===== src/rtl/twofetch_ir_pkg.sv =====
package twofetch_ir_pkg;
  localparam int BUS_W   = 8;
  localparam int INSTR_W = 16;
  localparam int OPC_W   = 3;
  localparam int BEATS   = INSTR_W / BUS_W;
  localparam int ADDR_W  = INSTR_W - OPC_W;
  localparam int IDX_W   = (BEATS > 1) ? $clog2(BEATS) : 1;
endpackage


===== src/rtl/twofetch_ir_seq.sv =====
// Beat sequencer: tracks which bus-width slice of the word the next load fills.
module twofetch_ir_seq #(
  parameter int BEATS = 2,
  parameter int IDX_W = 1
) (
  input  logic             clk,
  input  logic             rst_n,
  input  logic             load_en,
  output logic [IDX_W-1:0] beat_idx,
  output logic [BEATS-1:0] beat_we
);
  localparam logic [IDX_W-1:0] LAST = IDX_W'(BEATS - 1);

  logic [IDX_W-1:0] idx_nxt;

  always_comb begin
    idx_nxt = beat_idx;
    if (load_en) begin
      if (beat_idx == LAST) idx_nxt = '0;
      else                  idx_nxt = beat_idx + 1'b1;
    end
  end

  always_comb begin
    for (int i = 0; i < BEATS; i++)
      beat_we[i] = load_en && (beat_idx == IDX_W'(i));
  end

  always_ff @(posedge clk or negedge rst_n) begin
    if (!rst_n) beat_idx <= '0;
    else        beat_idx <= idx_nxt;
  end
endmodule


===== src/rtl/twofetch_ir_store.sv =====
// Word storage: one bus-width slice per beat; beat 0 is the most significant.
module twofetch_ir_store #(
  parameter int BUS_W   = 8,
  parameter int BEATS   = 2,
  parameter int INSTR_W = 16
) (
  input  logic               clk,
  input  logic               rst_n,
  input  logic [BEATS-1:0]   beat_we,
  input  logic [BUS_W-1:0]   bus_byte,
  output logic [INSTR_W-1:0] word
);
  for (genvar g = 0; g < BEATS; g++) begin : g_slice
    localparam int TOP = INSTR_W - 1 - g * BUS_W;
    logic [BUS_W-1:0] slice_q;
    logic [BUS_W-1:0] slice_d;

    always_comb begin
      slice_d = slice_q;
      if (beat_we[g]) slice_d = bus_byte;
    end

    always_ff @(posedge clk or negedge rst_n) begin
      if (!rst_n) slice_q <= '0;
      else        slice_q <= slice_d;
    end

    assign word[TOP -: BUS_W] = slice_q;
  end
endmodule


===== src/rtl/twofetch_ir_split.sv =====
// Field extraction: operation code on top, operand address below it.
module twofetch_ir_split #(
  parameter int INSTR_W = 16,
  parameter int OPC_W   = 3,
  parameter int ADDR_W  = 13
) (
  input  logic [INSTR_W-1:0] word,
  output logic [OPC_W-1:0]   opcode,
  output logic [ADDR_W-1:0]  operand_addr
);
  assign opcode       = word[INSTR_W-1 -: OPC_W];
  assign operand_addr = word[ADDR_W-1:0];
endmodule


===== src/rtl/twofetch_ir.sv =====
module twofetch_ir
  import twofetch_ir_pkg::*;
(
  input  logic              clk,
  input  logic              rst_n,
  input  logic              load_en,
  input  logic [BUS_W-1:0]  bus_byte,
  output logic [OPC_W-1:0]  opcode,
  output logic [ADDR_W-1:0] operand_addr
);
  logic [IDX_W-1:0]   beat_idx;
  logic [BEATS-1:0]   beat_we;
  logic [INSTR_W-1:0] word;

  twofetch_ir_seq #(.BEATS(BEATS), .IDX_W(IDX_W)) u_seq (
    .clk      (clk),
    .rst_n    (rst_n),
    .load_en  (load_en),
    .beat_idx (beat_idx),
    .beat_we  (beat_we)
  );

  twofetch_ir_store #(.BUS_W(BUS_W), .BEATS(BEATS), .INSTR_W(INSTR_W)) u_store (
    .clk      (clk),
    .rst_n    (rst_n),
    .beat_we  (beat_we),
    .bus_byte (bus_byte),
    .word     (word)
  );

  twofetch_ir_split #(.INSTR_W(INSTR_W), .OPC_W(OPC_W), .ADDR_W(ADDR_W)) u_split (
    .word         (word),
    .opcode       (opcode),
    .operand_addr (operand_addr)
  );
endmodule


===== config.mk =====
export PLATFORM = sky130hd
export DESIGN_NAME = twofetch_ir
export DESIGN_NICKNAME = d
export VERILOG_FILES = /design/src/rtl/twofetch_ir_pkg.sv /design/src/rtl/twofetch_ir_seq.sv /design/src/rtl/twofetch_ir_store.sv /design/src/rtl/twofetch_ir_split.sv /design/src/rtl/twofetch_ir.sv
export SDC_FILE = /design/constraint.sdc
export NUM_CORES = 1
export LEC_CHECK = 0
export ABC_AREA = 1
export BUFFER_PORTS_ARGS = -buffer_cell sky130_fd_sc_hd__buf_2
export CORE_UTILIZATION = 45
export DETAILED_ROUTE_END_ITERATION = 8
export PLACE_DENSITY = 0.77
export RECOVER_POWER = 25
export SLEW_MARGIN = 30
export SYNTH_ARGS = -nofsm -noshare
export SYNTH_HDL_FRONTEND = slang
export SYNTH_SLANG_ARGS = --single-unit

===== constraint.sdc =====
create_clock -name clk -period 1.2 [get_ports clk]
set_clock_uncertainty 0.15 [all_clocks]
set_input_delay 0.24 -clock clk [delete_from_list [all_inputs] [get_ports clk]]
set_output_delay 0.24 -clock clk [all_outputs]
set_load 0.03 [all_outputs]

=== Yosys cells after proc, flatten, opt, wreduce, memory -nomap -nowiden ===
Cells that the tools add are included.

* Register bits: 17
* Logic and storage cells: 8
* ROM bits: 0
* Memory bits (writable): 0
* Output and inout bits: 16
* Bits in latches: 0
* Bits of input ports: 11
* Memories: 0

* Divide/modulo/power cells: 0
* Shift-type cells: 0
* Equality and inequality tests: 0
* Bitwise operators: 1
* Multipliers: 0
* Order comparisons: 0
* Multiplexer cells: 1
* Reductions and logical operators: 2
* Add/sub/neg operators: 1

{| class="wikitable"
|+ Operator list
! cell !! count
|-
| $logic_and 1x1->1 || 2
|-
| $add 1x1->1 const B || 1
|-
| $mux 1 || 1
|-
| $not 1->1 || 1
|}

=== Longest topological paths before layout ===
Gate-level depths: netlist of run 1.

* Word-level depth: 2
* Depth in mapped cells: 4
* Mapped depth without buffers: 4

=== By module ===
From an unflattened synthesis of run 1, not the netlist that was laid out.

* Cells, all modules: 93
* Area, all modules: 785.8 µm²

{| class="wikitable"
|+ By module, submodules not included
! module !! seq. area each (µm²) !! times used !! cells each !! area an instance (µm²)
|-
| twofetch_ir_store || 400.4 || 1 || 68 || 610.6
|-
| twofetch_ir_split || 0.0 || 1 || 16 || 120.1
|-
| twofetch_ir_seq || 25.0 || 1 || 9 || 55.1
|}

=== Worst setup path after synthesis of run 1 ===
OpenSTA, ideal clock, no wires.

* Kind: reg2reg
* From: reg u_seq.beat_idx
* To: reg u_seq.beat_idx
* Path buffers: 1
* Clock period less this slack: 0.955 ns
* Cell stages (with the launch flop): 3
* Setup time: 0.124 ns
* Required time: 0.926 ns
* Arrival time: 0.681 ns
* Path slack: 0.245 ns
* Cell sequence: dfrtp_1 buf_4 xor2_1

* Cells in the longest elaborated chain, start to end: 2

{| class="wikitable"
|+ Ends and longest elaborated chain
! item !! line !! source
|-
| start, declared || twofetch_ir_seq.sv:9 || <nowiki>output logic [IDX_W-1:0] beat_idx,</nowiki>
|-
| start signal, assigned || twofetch_ir_seq.sv:31 || <nowiki>else beat_idx <= idx_nxt;</nowiki>
|-
| $add 1x1->1 || twofetch_ir_seq.sv:20 || <nowiki>else idx_nxt = beat_idx + 1'b1;</nowiki>
|-
| $mux 1 (*) || twofetch_ir_seq.sv:19 || <nowiki>if (beat_idx == LAST) idx_nxt = '0;</nowiki>
|}

Every way passes the cells marked *; elsewhere a longest branch is shown, timed or not.
A chain may end at the register's enable or synchronous reset.

=== Worst setup path in the final report of run 1 ===
* From: reg u_store.g_slice[1].slice_q[0]
* To: out operand_addr[0]

{| class="wikitable"
|+ RTL lines
! item !! line !! source
|-
| start, declared || twofetch_ir_store.sv:15 || <nowiki>logic [BUS_W-1:0] slice_q;</nowiki>
|-
| start signal, assigned || twofetch_ir_store.sv:25 || <nowiki>else slice_q <= slice_d;</nowiki>
|-
| end, declared || twofetch_ir.sv:9 || <nowiki>output logic [ADDR_W-1:0] operand_addr</nowiki>
|}

No word-level cell between the ends.

==> results of run 1 <==
## power by group
group          switching, mW  internal, mW  leakage [nW]
registers              0.206         0.848         0.209
logic                   1.00         0.875         0.364
clock network          0.166         0.129        0.0150
## synth_stat cells (all sizes together)
cell type   n  area share
nand2      34        0.20
dfrtp      17        0.62
nand3      16        0.12
buf         3       0.049
inv         1      0.0054
xor2        1       0.013
## worst reg2reg max path, cell delays in order, from the launching register on
cell and delay (ns):
dfrtp_1 0.39, inv_2 0.13, nand2_2 0.14, nand2_1 0.11, nand2_1 0.05
## through the flow
stage | cell area (um2) | setup WS (ns) | utilization | power, mW
2_1_floorplan | 689.4 | 0.2449 | - | 1.907
3_3_place_gp | 819.5 | 0.1683 | 0.5998 | 2.247
3_5_place_dp | 819.5 | 0.1578 | 0.5998 | 2.269
4_1_cts | 993.5 | -0.02666 | 0.7271 | 3.036
5_1_grt | 1046 | -0.07707 | 0.7656 | 3.424
6_report | 1046 | -0.03654 | 0.7656 | 3.227
## worst max-delay path by stage
stage	startpoint	endpoint	slack, ns	depth (start not counted)
after floorplan	u_seq.beat_idx$_DFFE_PN0P_	u_seq.beat_idx$_DFFE_PN0P_	0.24	2
after global placement	u_seq.beat_idx$_DFFE_PN0P_	u_store.g_slice[0].slice_q[1]$_DFFE_PN0P_	0.17	4
after detailed placement	load_en	u_store.g_slice[0].slice_q[4]$_DFFE_PN0P_	0.16	4
after CTS	u_store.g_slice[0].slice_q[2]$_DFFE_PN0P_	operand_addr[10]	-0.03	1
after global routing	u_store.g_slice[1].slice_q[0]$_DFFE_PN0P_	operand_addr[0]	-0.08	1
final	u_store.g_slice[1].slice_q[0]$_DFFE_PN0P_	operand_addr[0]	-0.04	1
## layout make-up
cell class	instances	area share
repair buffers	41	0.3301
multi-input cells	51	0.2165
inverters	1	0.003589
well taps	15	0.01794
clock buffers	4	0.02512
flip-flops and latches	17	0.4067
## layer usage
layer,track usage,wire [um],vias up
met5,0,0,-
met4,0.09677,10,0
met3,0.03261,77,2
met2,0.3477,776,26
met1,0.2405,727,310
li1,-,-,314
## flip-flops by register name (all words and copies together), names as in the netlist
register	flops
u_seq.beat_idx	1
u_store.g_slice.slice_q	16
## kinds of logic after synthesis
family | after synthesis | synth area share
buf+inv | 4 | 0.05444
simple gates | 50 | 0.3158
xor+xnor | 1 | 0.01271
flops | 17 | 0.6171
## timing repair
item                                    in CTS  in global routing
hold endpoints to repair                    17                  0
gates resized for setup                     32                  0
pin swaps                                    0                  0
endpoints found under the setup margin      16                 16
hold buffers                                 1                  0
setup buffers                                5                  7
==> impl_metrics.yaml, run 1 <==
critical_path:
  cp_cell_sequence: "buf_6"
  crit_path_top_delay_cell: "dfrtp_1"
  required_ns: 0.81
  path_buf_inv: 1
  r2r_start: "u_seq.beat_idx$_DFFE_PN0P_"
  cpPeakStageDelay_ns: 0.41
  endpoint_kind: "primary output"
  critPathArrivalTime_ns: 0.85
  path_class: "register to primary output"
  cp-start-kind: "register"
  crit_fanout: 2
  r2r_setup_slack_ns: 0.12
  r2r_end: "u_store.g_slice[0].slice_q[6]$_DFFE_PN0P_"
  ff2ff_path_depth: 4
  cpLargestDelayFamily: "flip-flops"
outcome:
  violations: "negative setup slack"
  outcome: "finished with violations"
final_layout:
  final-seq-area_um2: 425.4
  final_common_cell: "nand2_1"
  mostFrequentLayoutCells: "nand2_1, dfrtp_1, nand3_1, buf_6, buf_4"
  areaGrowthSynthToFinish_pct: 51.72
  stdcell_count: 129
  antenna_cells: 0
  multi_input_comb_area_um2: 226.5
  nNetsFinal: 126
  drive_gt1_frac: 0.4035
  num-fill-cells: 100
run:
  maxCapViolCount: 0
drt:
  via_per_inst: 5.054
  dr_total_vias: 652
  drcViolationCount: 0
  first_iter_violations: 14
  wire_per_inst_um: 12.33
  ant_nets: 0
  routed_wl_um: 1591
  drt-pass1-iter-count: 4
synthesis:
  synth_cells: 72
  synth.cell_area_um2: 689.4
  synth_warnings: 0
  synth_seq_cells: 17
  yosys.cell_types.count: 10
  avgSynthCellArea_um2: 9.575
  synth.net_count: 83
  ys_seq_area_frac: 0.6171
grt:
  grt_overflow: 0
  grt_pass1_vias: 540
  antenna_found_initial: 0
  grt_first_pass_wirelength_um: 2152
  grt_max_degree: 18
  grtUsageTotal: 0.2014
clocking:
  clock_latency_ns: 0.28
  cts_root_buffer: "clkbuf_4"
  cts_buffer_depth: 2
  htree_levels: 1
  clkSinkCount: 17
  clkTransAtPathRegs_ns: 0.10
  cts_made_buffers: 3
  tritoncts: "done"
placement:
  dp_cells: 112
  port-buffer-count: 26
  place_congestion: 0.6870
  hpwl_um: 934.2
die:
  die_h_um: 41.14
  fp.coreArea_um2: 1366
  initial_core_util: 0.5046
  pin_count: 27
  rows: 13
  die-area_um2: 1693
  die_w_um: 41.14
worst_hold_path:
  worstHoldEndpoint: "u_store.g_slice[1].slice_q[7]$_DFFE_PN0P_"
  min_path_type: "input pin to register"
  hold_depth: 3
  worstHoldStart: "bus_byte[7]"
pwr:
  ir_worst_vdd_mv: 1.934
  p_leak_nw: 0.5882
  p_per_area_nw_per_um2: 3085
timing:
  relSlewSlack: 0.7235
  slew_viol_final: 0
  rsz0062_at_grt: "yes"
  worstMarginPinSlew_ns: 0.4148
  fin_setup_tns_ns: -0.2855
  fin_ws_ns: -0.03654
  hold_viol_final: 0
  max_freq_mhz: 808.7
  fin_hold_ws_ns: 0.05137
  fin_crit_sh: 1.030
  post-route-min-period_ns: 1.237
  setup_viol: 16
(Power assumes the default switching activity.)
==> run 2: changes to the inputs <==
--- a/config.mk
+++ b/config.mk
@@ -7,9 +7,9 @@
 export LEC_CHECK = 0
 export ABC_AREA = 1
 export BUFFER_PORTS_ARGS = -buffer_cell sky130_fd_sc_hd__buf_2
-export CORE_UTILIZATION = 45
+export CORE_UTILIZATION = 49
 export DETAILED_ROUTE_END_ITERATION = 8
-export PLACE_DENSITY = 0.77
+export PLACE_DENSITY = 0.82
 export RECOVER_POWER = 25
 export SLEW_MARGIN = 30
 export SYNTH_ARGS = -nofsm -noshare
==> constraint.sdc (replaced) <==
create_clock -name clk -period 1.6 [get_ports clk]
set_clock_uncertainty 0.15 [all_clocks]
set_input_delay 0.32 -clock clk [delete_from_list [all_inputs] [get_ports clk]]
set_output_delay 0.32 -clock clk [all_outputs]
set_load 0.03 [all_outputs]
==> run 2 against run 1 <==
Net effect:
- the run now ends clean
- register-to-register slack improved by 0.20 ns
- count of clock-buffer cells in the layout unchanged
- sequential power decreased by 26%
- final cell count decreased by 11%
- non-clock buffer count decreased by 14
- design area decreased by 20%
- hold slack improved by 0.074 ns
- clock power decreased by 24%
- combinational power decreased by 52%
- critical endpoint is now operand_addr[8]
- highest routed layer is now met3
==> impl_metrics.yaml, run 2 (synthesis gave the netlist of run 1 again) <==
drt:
  wire_per_inst_um: 11.50
  dr_total_vias: 566
  first_iter_violations: 8
  drcViolationCount: 0
  via_per_inst: 4.922
  routed_wl_um: 1323
  ant_nets: 0
  drt-pass1-iter-count: 4
critical_path:
  cp-start-kind: "register"
  critPathArrivalTime_ns: 0.86
  cp_cell_sequence: "buf_2"
  path_class: "register to primary output"
  r2r_setup_slack_ns: 0.32
  cpLargestDelayFamily: "flip-flops"
  crit_fanout: 2
  r2r_start: "u_seq.beat_idx$_DFFE_PN0P_"
  ff2ff_path_depth: 4
  endpoint_kind: "primary output"
  crit_path_top_delay_cell: "dfrtp_1"
  r2r_end: "u_store.g_slice[0].slice_q[3]$_DFFE_PN0P_"
  required_ns: 1.13
  path_buf_inv: 1
  cpPeakStageDelay_ns: 0.40
timing:
  rsz0062_at_grt: "no"
  fin_setup_tns_ns: 0
  setup_viol: 0
  slew_viol_final: 0
  hold_viol_final: 0
  max_freq_mhz: 750.4
  worstMarginPinSlew_ns: 0.4097
  relSlewSlack: 0.7269
  fin_crit_sh: 0.8329
  fin_ws_ns: 0.2674
  post-route-min-period_ns: 1.333
pwr:
  p_seq_frac: 0.407
  p_per_area_nw_per_um2: 2254
  p_int_mw: 0.9781
  p_leak_nw: 0.4916
  p_sw_mw: 0.9168
  pwr-share-comb: 0.475
  p_total_mw: 1.895
  ir_worst_vdd_mv: 1.227
  clockPowerShare: 0.118
  swShare: 0.4838
die:
  rows: 13
  die-area_um2: 1561
  die_w_um: 39.51
  pin_count: 27
  initial_core_util: 0.5298
  fp.coreArea_um2: 1301
  die_h_um: 39.51
clocking:
  clkTransAtPathRegs_ns: 0.09
  clock_latency_ns: 0.28
  clkSinkCount: 17
  cts_made_buffers: 3
  cts_root_buffer: "clkbuf_4"
  cts_buffer_depth: 2
  tritoncts: "done"
  htree_levels: 1
grt:
  grtUsageTotal: 0.1904
  grt_overflow: 0
  grt_first_pass_wirelength_um: 1918
  antenna_found_initial: 0
  grt_pass1_vias: 468
  grt_max_degree: 20
worst_hold_path:
  min_path_type: "input pin to register"
  hold_depth: 3
  worstHoldEndpoint: "u_store.g_slice[1].slice_q[4]$_DFFE_PN0P_"
  worstHoldStart: "bus_byte[4]"
final_layout:
  stdcell_count: 115
  largest_register_ffs: 16
  top_regs: "u_store.g_slice.slice_q (16), u_seq.beat_idx (1)"
  drive_gt1_frac: 0.3200
  nNetsFinal: 112
  final_common_cell: "nand2_1"
  num-fill-cells: 117
  mostFrequentLayoutCells: "nand2_1, buf_2, dfrtp_1"
  antenna_cells: 0
  areaGrowthSynthToFinish_pct: 21.96
  regMostFlops: "u_store.g_slice.slice_q"
  final_core_util: 0.6462
outcome:
  outcome: "complete, no violations"
placement:
  port-buffer-count: 26
  place_congestion: 0.7196
  dp_cells: 110
  dp_slack_ns: 0.3649
  hpwl_um: 962.1
run:
  maxCapViolCount: 0
run 2: what timing repair did:
| item | CTS | global route |
|---|---|---|
| setup endpoints to repair | 0 | 0 |
| hold buffers | 1 | 0 |
| buffers inserted | 0 | 0 |
| gates resized for setup | 0 | 0 |
| hold endpoints to repair | 17 | 0 |
run 2: layout make-up:
cell class / count / area [um2] / share of cell area
clock buffers: 4 / 26.28 / 0.03125
multi-input cells: 51 / 226.5 / 0.2693
inverters: 1 / 3.754 / 0.004464
well taps: 15 / 18.77 / 0.02232
repair buffers: 27 / 140.1 / 0.1667
flip-flops and latches: 17 / 425.4 / 0.5060
run 2: per-stage QoR:
stage / area [um2] / hold WS [ns]
final: 840.8 / 0.1251
after global routing: 840.8 / 0.1212
after CTS: 840.8 / 0.1215
after detailed placement: 804.5 / 0.1090
after global placement: 804.5 / 0.09929
after floorplan: 689.4 / -0.1256
run 2: worst max-delay path by stage:
stage                                         startpoint                                   endpoint  slack (ns)  depth (start not counted)
2_1_floorplan                 u_seq.beat_idx$_DFFE_PN0P_                 u_seq.beat_idx$_DFFE_PN0P_        0.64                          2
3_3_place_gp                  u_seq.beat_idx$_DFFE_PN0P_  u_store.g_slice[0].slice_q[1]$_DFFE_PN0P_        0.41                          4
3_5_place_dp                  u_seq.beat_idx$_DFFE_PN0P_  u_store.g_slice[0].slice_q[0]$_DFFE_PN0P_        0.36                          4
4_1_cts        u_store.g_slice[1].slice_q[4]$_DFFE_PN0P_                            operand_addr[4]        0.26                          1
5_1_grt        u_store.g_slice[0].slice_q[0]$_DFFE_PN0P_                            operand_addr[8]        0.23                          1
6_report       u_store.g_slice[0].slice_q[0]$_DFFE_PN0P_                            operand_addr[8]        0.27                          1
run 2: metal layers:
layer  global-route usage  part of all wire
met5                    0                 0
met3              0.03409             0.055
met2               0.2951              0.46
met1               0.2482              0.49
met4               0.1034                 0
run 2: power groups by stage:
stage	Combinational, mW	Clock (mW)	Sequential, mW
final	0.899	0.224	0.772
after global routing	0.979	0.243	0.799
after CTS	0.909	0.229	0.771
after detailed placement	0.905	0	0.777
after floorplan	0.295	0	1.14
after global placement	0.887	0	0.772
